<file path="config.mk">
export PLATFORM = sky130hd
export DESIGN_NAME = pwm_bank
export DESIGN_NICKNAME = d
export VERILOG_FILES = /design/src/rtl/pwm_bank_pkg.sv /design/src/rtl/pwm_reg_dec.sv /design/src/rtl/pwm_prescaler.sv /design/src/rtl/pwm_channel.sv /design/src/rtl/pwm_bank.sv
export SDC_FILE = /design/constraint.sdc
export NUM_CORES = 2
export LEC_CHECK = 0
export BUFFER_PORTS_ARGS = -buffer_cell sky130_fd_sc_hd__buf_2
export CORE_MARGIN = 5
export CORE_UTILIZATION = 30
export CTS_BUF_LIST = sky130_fd_sc_hd__clkbuf_8
export DETAILED_ROUTE_END_ITERATION = 10
export HOLD_SLACK_MARGIN = 0.05
export PLACE_DENSITY = 0.43
export SETUP_SLACK_MARGIN = 0.5
export SYNTH_ARGS = -nofsm -noshare
export SYNTH_HDL_FRONTEND = slang
export SYNTH_SLANG_ARGS = --single-unit
</file>
<file path="constraint.sdc">
create_clock -name clk_i -period 4.5 [get_ports clk_i]
set_input_delay 0 -clock clk_i [delete_from_list [all_inputs] [get_ports clk_i]]
set_output_delay 0 -clock clk_i [all_outputs]
set_load 0.1 [all_outputs]
</file>
<file path="src/rtl/pwm_bank_pkg.sv">
package pwm_bank_pkg;
  localparam int DIV_W        = 2;
  localparam int CTRL_POL_BIT = 5;
  localparam int PER_BASE     = 'h400;
  localparam int DUTY_BASE    = 'h420;
  localparam int CTRL_BASE    = 'h440;

  typedef enum logic [1:0] {
    K_NONE,
    K_PER,
    K_DUTY,
    K_CTRL
  } reg_kind_e;

  typedef struct packed {
    logic             pol;
    logic [DIV_W-1:0] sel;
  } ctrl_t;
endpackage

</file>
<file path="src/rtl/pwm_reg_dec.sv">
module pwm_reg_dec
  import pwm_bank_pkg::*;
#(
  parameter int N_CH   = 8,
  parameter int ADDR_W = 12,
  localparam int CH_W  = $clog2(N_CH)
) (
  input  logic [ADDR_W-1:0] addr_i,
  output reg_kind_e         kind_o,
  output logic [CH_W-1:0]   ch_o
);
  localparam int SPAN = 4 * N_CH;

  int a;
  int off;

  always_comb begin
    a      = int'(addr_i);
    kind_o = K_NONE;
    off    = 0;
    if (a[1:0] == 2'b00) begin
      if (a >= PER_BASE && a < PER_BASE + SPAN) begin
        kind_o = K_PER;
        off    = a - PER_BASE;
      end else if (a >= DUTY_BASE && a < DUTY_BASE + SPAN) begin
        kind_o = K_DUTY;
        off    = a - DUTY_BASE;
      end else if (a >= CTRL_BASE && a < CTRL_BASE + SPAN) begin
        kind_o = K_CTRL;
        off    = a - CTRL_BASE;
      end
    end
    ch_o = off[CH_W+1:2];
  end
endmodule

</file>
<file path="src/rtl/pwm_prescaler.sv">
module pwm_prescaler
  import pwm_bank_pkg::*;
(
  input  logic             clk_i,
  input  logic             rst_ni,
  input  logic             tick_i,
  input  logic [DIV_W-1:0] sel_i,
  input  logic             clr_i,
  input  logic             bypass_i,
  output logic             step_o
);
  localparam int PRE_W = (1 << DIV_W) - 1;

  logic [PRE_W-1:0] pre_q;
  logic [PRE_W-1:0] lim;
  logic             wrap;

  assign lim    = PRE_W'((1 << sel_i) - 1);
  assign wrap   = (pre_q == lim);
  assign step_o = tick_i && (bypass_i || wrap);

  always_ff @(posedge clk_i or negedge rst_ni) begin
    if (!rst_ni)      pre_q <= '0;
    else if (clr_i)   pre_q <= '0;
    else if (tick_i)  pre_q <= wrap ? '0 : pre_q + 1'b1;
  end
endmodule

</file>
<file path="src/rtl/pwm_channel.sv">
module pwm_channel
  import pwm_bank_pkg::*;
#(
  parameter int CNT_W = 16
) (
  input  logic             clk_i,
  input  logic             rst_ni,
  input  logic             tick_i,
  input  logic             wr_per_i,
  input  logic             wr_duty_i,
  input  logic             wr_ctrl_i,
  input  logic [CNT_W-1:0] wval_i,
  input  ctrl_t            wctrl_i,
  output logic [CNT_W-1:0] sh_per_o,
  output logic [CNT_W-1:0] sh_duty_o,
  output ctrl_t            sh_ctrl_o,
  output logic             run_o,
  output logic             commit_o,
  output logic             pwm_o
);
  logic [CNT_W-1:0] sh_per_q, sh_duty_q;
  ctrl_t            sh_ctrl_q;
  logic             pend_q;
  logic [CNT_W-1:0] act_per_q, act_duty_q;
  ctrl_t            act_ctrl_q;
  logic             run_q;
  logic [CNT_W-1:0] cnt_q;
  logic             step, last, bnd, commit;

  pwm_prescaler u_pre (
    .clk_i   (clk_i),
    .rst_ni  (rst_ni),
    .tick_i  (tick_i),
    .sel_i   (act_ctrl_q.sel),
    .clr_i   (commit),
    .bypass_i(!run_q),
    .step_o  (step)
  );

  assign last   = run_q && (cnt_q == act_per_q - 1'b1);
  assign bnd    = step && (!run_q || last);
  assign commit = bnd && pend_q;

  // shadow side
  always_ff @(posedge clk_i or negedge rst_ni) begin
    if (!rst_ni) begin
      sh_per_q  <= '0;
      sh_duty_q <= '0;
      sh_ctrl_q <= '0;
      pend_q    <= 1'b0;
    end else begin
      if (wr_per_i)  sh_per_q  <= wval_i;
      if (wr_duty_i) sh_duty_q <= wval_i;
      if (wr_ctrl_i) sh_ctrl_q <= wctrl_i;
      // a period write in the commit cycle stays armed for the next boundary
      if (wr_per_i)    pend_q <= 1'b1;
      else if (commit) pend_q <= 1'b0;
    end
  end

  // active side
  always_ff @(posedge clk_i or negedge rst_ni) begin
    if (!rst_ni) begin
      act_per_q  <= '0;
      act_duty_q <= '0;
      act_ctrl_q <= '0;
      run_q      <= 1'b0;
      cnt_q      <= '0;
    end else if (commit) begin
      act_per_q  <= sh_per_q;
      act_duty_q <= sh_duty_q;
      act_ctrl_q <= sh_ctrl_q;
      run_q      <= (sh_per_q != '0);
      cnt_q      <= '0;
    end else if (step && run_q) begin
      cnt_q <= last ? '0 : cnt_q + 1'b1;
    end
  end

  assign pwm_o     = run_q && ((cnt_q < act_duty_q) ^ act_ctrl_q.pol);
  assign sh_per_o  = sh_per_q;
  assign sh_duty_o = sh_duty_q;
  assign sh_ctrl_o = sh_ctrl_q;
  assign run_o     = run_q;
  assign commit_o  = commit;
endmodule

</file>
<file path="src/rtl/pwm_bank.sv">
module pwm_bank
  import pwm_bank_pkg::*;
#(
  parameter int N_CH   = 8,
  parameter int CNT_W  = 16,
  parameter int ADDR_W = 12,
  parameter int DATA_W = 32,
  localparam int CH_W  = $clog2(N_CH)
) (
  input  logic              clk_i,
  input  logic              rst_ni,
  input  logic              tick_i,
  input  logic              reg_we_i,
  input  logic [ADDR_W-1:0] reg_addr_i,
  input  logic [DATA_W-1:0] reg_wdata_i,
  output logic [DATA_W-1:0] reg_rdata_o,
  output logic [N_CH-1:0]   pwm_o
);
  reg_kind_e        kind;
  logic [CH_W-1:0]  ch;
  ctrl_t            wctrl;
  logic [CNT_W-1:0] sh_per  [N_CH];
  logic [CNT_W-1:0] sh_duty [N_CH];
  ctrl_t            sh_ctrl [N_CH];
  logic [N_CH-1:0]  run_vec;
  logic [N_CH-1:0]  commit_vec;
  logic             wdata_unused;

  assign wctrl.pol    = reg_wdata_i[CTRL_POL_BIT];
  assign wctrl.sel    = reg_wdata_i[DIV_W-1:0];
  assign wdata_unused = ^reg_wdata_i;

  pwm_reg_dec #(.N_CH(N_CH), .ADDR_W(ADDR_W)) u_dec (
    .addr_i(reg_addr_i),
    .kind_o(kind),
    .ch_o  (ch)
  );

  for (genvar c = 0; c < N_CH; c++) begin : g_ch
    logic sel_c;
    assign sel_c = reg_we_i && (ch == CH_W'(c));

    pwm_channel #(.CNT_W(CNT_W)) u_ch (
      .clk_i    (clk_i),
      .rst_ni   (rst_ni),
      .tick_i   (tick_i),
      .wr_per_i (sel_c && kind == K_PER),
      .wr_duty_i(sel_c && kind == K_DUTY),
      .wr_ctrl_i(sel_c && kind == K_CTRL),
      .wval_i   (reg_wdata_i[CNT_W-1:0]),
      .wctrl_i  (wctrl),
      .sh_per_o (sh_per[c]),
      .sh_duty_o(sh_duty[c]),
      .sh_ctrl_o(sh_ctrl[c]),
      .run_o    (run_vec[c]),
      .commit_o (commit_vec[c]),
      .pwm_o    (pwm_o[c])
    );
  end

  always_comb begin
    reg_rdata_o = '0;
    unique case (kind)
      K_PER:  reg_rdata_o[CNT_W-1:0] = sh_per[ch];
      K_DUTY: reg_rdata_o[CNT_W-1:0] = sh_duty[ch];
      K_CTRL: begin
        reg_rdata_o[DIV_W-1:0]    = sh_ctrl[ch].sel;
        reg_rdata_o[CTRL_POL_BIT] = sh_ctrl[ch].pol;
      end
      default: reg_rdata_o = '0;
    endcase
  end
endmodule

</file>
# After elaboration in Yosys (flattened, before gate mapping)
# Index checks and enable logic that the tools add are counted.
# totals
ram_bits	0
n_memories	0
inputBits	48
reg_bits	728
word_cells	415
latchBits	0
romBits	0
# classes
div	0
bitwise	9
add_sub_neg	35
shift	8
eq_ne	26
n_lt_le_gt_ge	15
mul	0
n_reduce_logical	141
muxes	85
# ops
cell	n
2-to-1 mux 16 bit	28
adder 16 x 1 -> 16 bit, second input constant	8
== test 16 bit	8
< comparator 16 bit	8
nonzero test 16 bit	8
subtractor 16 x 1 -> 16 bit, second input constant	8
binary-select mux 16 bit (select 3 bit)	2
logical AND 1 bit	83
2-to-1 mux 3 bit	26
nonzero test 2 bit	24
>= comparator 12 x 11 -> 1 bit, second input constant	3
< comparator 12 x 11 -> 1 bit, second input constant	3
adder 3 x 1 -> 3 bit, second input constant	8
== test 3 bit	8
left shift 1 x 2 -> 3 bit, first input constant	8
subtractor 3 x 2 -> 3 bit, second input constant	8
2-to-1 mux 5 bit	4
one-hot mux 10 bit (2 select lines)	1
logical OR 1 bit	16
2-to-1 mux 1 bit	16
subtractor 5 x 1 -> 5 bit, second input constant	3
== test 3 bit, second input constant	4
binary-select mux 3 bit (select 3 bit)	1
logical NOT 1 bit	8
other kinds (13)	25

# Longest topological paths before layout
# logic_depth
depth_word	11
ltp_mapped	13
ltp_nobuf	10

# Cells and area by module
# From an unflattened synthesis, not the netlist that was laid out.
# unflattened
hier_cells	3622
hier_area_um2	41960.2
# modules_own_cells
module	seq_area_each_um2	n_inst	area_each_um2	cells_per_inst
pwm_channel (g_ch[0].u_ch ...)	2202.1	7	4654.5	394
pwm_channel (g_ch[1].u_ch)	2202.1	1	4817.1	411
pwm_bank	0.0	1	2617.5	252
pwm_prescaler	75.1	8	234.0	24
pwm_reg_dec	0.0	1	72.6	9

# Least setup slack after synthesis
# No wires, ideal clock.
# synth_path
path_type	input-to-output
startpoint	input reg_addr_i[7]
endpoint	output reg_rdata_o[4]
stages	8
slack_ns	0.802
t_arrival_ns	3.698
cell_sequence	nor4b_1 -> o2111ai_1 -> nor2_1 -> clkbuf_1 -> buf_1 -> o22a_1 -> a21oi_1 -> o21ai_0
# synth_between
elab_chain_len	11
elab_cells_between_ends	27
cone_classes	6 x order compare; 2 x eq/ne; 15 x mux; 1 x bitwise; 3 x reduce/logical
# synth_rtl
item	line_no	text
start, declared	pwm_bank.sv:14	input logic [ADDR_W-1:0] reg_addr_i,
>= comparator 12 x 11 -> 1 bit / < comparator 12 x 11 -> 1 bit (equally long branches)	pwm_reg_dec.sv:28	end else if (a >= CTRL_BASE && a < CTRL_BASE + SPAN) begin
logical AND 1 bit	pwm_reg_dec.sv:28	
2-to-1 mux 5 bit	pwm_reg_dec.sv:28	
2-to-1 mux 5 bit	pwm_reg_dec.sv:25	end else if (a >= DUTY_BASE && a < DUTY_BASE + SPAN) begin
2-to-1 mux 5 bit	pwm_reg_dec.sv:22	if (a >= PER_BASE && a < PER_BASE + SPAN) begin
2-to-1 mux 5 bit	pwm_reg_dec.sv:21	if (a[1:0] == 2'b00) begin
NOT 3 -> 4 bit (not written as such)	pwm_bank.sv:64, pwm_bank.sv:65	
binary-select mux 16 bit (select 3 bit) (on tied branches)	pwm_bank.sv:65, pwm_bank.sv:64	
2-to-1 mux 16 bit (on tied branches) (2 in series)	pwm_bank.sv:65, pwm_bank.sv:64	
one-hot mux 3 bit (2 select lines) *	pwm_bank.sv:63	unique case (kind)
end, declared	pwm_bank.sv:16	output logic [DATA_W-1:0] reg_rdata_o,
# Mark *: on every way between the ends. The rest lies on a longest branch, timed or not. The select of a mux whose other input is x is not followed.

# Worst setup path after layout
# layout_path
startpoint	register g_ch[2].u_ch.act_per_q[0]
endpoint	register g_ch[2].u_ch.act_per_q[5]
# layout_between
elab_chain_len	6
# layout_rtl
item	line_no	text
start, declared	pwm_channel.sv:24	logic [CNT_W-1:0] act_per_q, act_duty_q;
start signal, assigned	pwm_channel.sv:70	act_per_q <= sh_per_q;
subtractor 16 x 1 -> 16 bit	pwm_channel.sv:40	assign last = run_q && (cnt_q == act_per_q - 1'b1);
== test 16 bit	pwm_channel.sv:40	
logical AND 1 bit	pwm_channel.sv:40	
logical OR 1 bit	pwm_channel.sv:41	assign bnd = step && (!run_q || last);
logical AND 1 bit	pwm_channel.sv:41	
logical AND 1 bit	pwm_channel.sv:42	assign commit = bnd && pend_q;
# Every way passes these cells.
# A chain may end at the register's enable or synchronous reset.

==> results.py <==
metrics = {
    "cells_and_area": {
        "final_net_count": 4106,
        "final_cells": 5781,
        "final_core_util": 0.343,
        "area_growth_pct": 13.2,
        "drive_gt1_frac": 0.235,
    },
    "global_routing": {
        "grt_pass1_wl_um": 205000,
        "grt_pass1_vias": 29600,
        "grt_overflow": 0,
        "antenna_found_initial": 10,
        "grt_max_degree": 117,
        "grt.total_usage": 0.193,
    },
    "synth": {
        "syn_inst": 3826,
        "synth_warnings": 0,
        "syn_area_per_cell_um2": 10.6,
        "synthArstFlopShare": 1.00,
        "synth_most_common_cell": "dfrtp_1",
        "synth_edf_count": 0,
        "synthTopCellsByArea": "dfrtp_1 (45%), mux2_2 (15%), ha_1 (4.6%)",
        "synth_top_cells_by_count": "dfrtp_1 (728), mux2_2 (542), nor2_1 (231)",
        "ys.flop_type": "dfrtp_1",
        "synth.yosys.seq_area_share": 0.449,
        "synth_cell_type_count": 88,
        "synth_area_mm2": 0.0405,
        "yosys.area.top_type": "dfrtp_1",
        "ys_ff_latch": 728,
        "synth_top_area_frac": 0.449,
    },
    "die": {
        "die_w_um": 378,
        "die_area_mm2": 0.143,
        "rows": 134,
        "core-area_mm2": 0.134,
        "start_util": 0.303,
        "die_h_um": 378,
        "ioPinCount": 88,
    },
    "sta": {
        "setup_violations": 0,
        "final_hold_viol_count": 0,
        "grt_setup_unrepaired": "true",
        "finalCriticalPeriod_ns": 3.77,
        "final.period_utilization": 0.837,
        "slew_violations": 0,
        "relSlewSlack": 0.211,
        "fmax_ghz": 0.265,
        "fin_ws_ns": 0.731,
        "tns_ns": 0,
        "fin_skew_ns": 0.0387,
        "worst_slew_pin_slew_ns": 1.17,
    },
    "clock_tree": {
        "clkSinkCount": 728,
        "clk_pin_slew_ns": 0.06,
        "cts_tree": "done",
        "clock_latency_ns": 0.88,
        "postCtsSetupBuffers": 0,
        "cts_root_buf": "clkbuf_8",
        "h-tree-depth": 4,
        "cts_buffers": 142,
        "clk_path_buf_depth": 3,
    },
    "run_status": {
        "status": "finished, final reports clean",
    },
    "placement": {
        "port_buffers": 55,
        "post-place-ws_ns": 0.666,
        "dpl.cell_count": 5510,
        "hpwlAfterDp_um": 100000,
        "gp_congestion": 0.908,
    },
    "routing": {
        "drt_iter0_drc": 2156,
        "ant_nets": 0,
        "drt_first_pass_iters": 7,
        "wl_um": 139000,
        "routedWlPerCell_um": 24.0,
        "via_per_inst": 5.25,
        "drc": 0,
        "vias": 30300,
    },
    "power_and_ir_drop": {
        "total_power_w": 0.0151,
        "power_density_mw_per_mm2": 328,
        "p_leak_nw": 21.6,
        "vdd_drop_max_v": 0.000345,
    },
    "worst_setup_path": {
        "cp_top_family": "simple AND/OR/NAND/NOR gates",
        "path_class": "reg -> reg",
        "crit_chain": "inv_1, ha_1, xor3_1, a2111oi_0, o21ai_0, o21ai_0, nand4_1, or4_1, a21oi_4, buf_4, mux2_2",
        "cp_common_cell": "o21ai_0",
        "path_buf_inv": 2,
        "reg2regPathDepth": 11,
        "worstSetupEndpointType": "register",
        "slowest_delay_ns": 0.60,
        "slowest_stage": "or4_1",
        "required_ns": 5.23,
        "worstPathMaxFanout": 35,
        "worst-path-stages": 11,
        "cp.arrival_ns": 4.50,
        "start_kind": "register",
    },
    "min_path": {
        "hp-class": "in -> reg",
        "hold_depth": 4,
    },
    "flow_run": {
        "maxCapViolations": 0,
    },
}
-- path summary, 6_finish.rpt --
kind                                                     to  slack [ns]                        from
worst max-delay path              g_ch[2].u_ch.act_per_q[5]        0.73   g_ch[2].u_ch.act_per_q[0]
worst min-delay path              g_ch[2].u_ch.sh_ctrl_o[0]        0.21               reg_addr_i[4]
worst max register to register    g_ch[2].u_ch.act_per_q[5]        0.73   g_ch[2].u_ch.act_per_q[0]
worst min register to register   g_ch[3].u_ch.act_duty_q[9]        0.49  g_ch[3].u_ch.act_duty_q[9]
max in group asynchronous            g_ch[4].u_ch.cnt_q[12]        3.34                      rst_ni
min in group asynchronous       g_ch[3].u_ch.act_duty_q[15]        0.48                      rst_ni
-- state kept, by name (all words and copies together) (netlist names) --
signal / cells
g_ch.u_ch.u_pre.pre_q: 24
g_ch.u_ch.sh_ctrl_o: 24
g_ch.u_ch.act_per_q: 128
g_ch.u_ch.sh_duty_o: 128
g_ch.u_ch.cnt_q: 128
g_ch.u_ch.sh_per_o: 128
g_ch.u_ch.act_ctrl_q: 24
g_ch.u_ch.run_o: 8
g_ch.u_ch.act_duty_q: 128
g_ch.u_ch.pend_q: 8
-- routing by layer --
layer,GRT usage,up-vias,routed length (um)
met5,0,-,0
li1,-,14100,-
met2,0.309,761,63800
met3,0.0368,186,8180
met4,0.0445,0,2650
met1,0.272,15300,64300
-- where the power goes --
part / total (W) / internal, W / switching, W / leakage (nW)
combinational: 0.00141 / 0.000430 / 0.000980 / 9.90
clock: 0.00675 / 0.00366 / 0.00309 / 1.56
sequential: 0.00690 / 0.00666 / 0.000241 / 10.1
total: 0.0151 / 0.0107 / 0.00431 / 21.6
-- placed cells by master, fill, tap and decap left out, types with 42 or more instances in the layout --
cell type  instances
nor4_1            64
nand3_1          108
nor3_1            94
buf_4             56
nand4_1           49
and3_1            62
dfrtp_1          728
mux2_2           542
nand2_1          212
o21ai_0          132
a21o_1            42
a31oi_1           56
buf_2             53
nand2b_1          49
a21oi_1          138
ha_1             148
nor2_1           230
mux2i_1           55
xnor2_1          145
clkbuf_8         171
xor2_1            91
inv_1            217
-- tightest hold or removal path, cell delays in order --
cell and delay [ns]:
buf_2 0.15, buf_4 0.41, nor4_1 0.20, mux2_2 0.25
-- layout make-up --
type	count	area, um^2
Timing Repair Buffer	142	1120
Sequential cell	728	18200
Inverter	181	679
Clock inverter	67	438
Fill cell	13700	87900
Multi-Input combinational cell	2715	20800
Clock buffer	171	2350
Antenna cell	9	22.5
Tap cell	1768	2210
-- cells by family (layout without fill, tap and decap cells) --
group                      Yosys count  count (layout)  share of synthesized area
and+or+nand+nor                   1049            1049                      0.133
AOI/OAI and AO/OA                  630             630                      0.102
buffers and inverters              398             561                     0.0404
DFF                                728             728                      0.449
adders and majority gates          151             151                     0.0464
other                                1              25                  0.0000925
xor gates and xnor gates           237             237                     0.0516
muxes                              632             632                      0.178
-- repair_timing --
action | in CTS | in global routing
endpoints found under the setup margin | 0 | 112
resized for setup | 0 | 5
endpoints found under the hold margin | 1038 | 0
hold buffers | 24 | 0
-- stage by stage --
step	hold slack, ns	area [um^2]
final	0.209	45900
after global placement	0.142	42800
after CTS	0.0500	45800
after floorplan	-0.296	40600
after detailed placement	0.145	42800
after global routing	0.170	45900
Power figures use the tool's default switching activity.
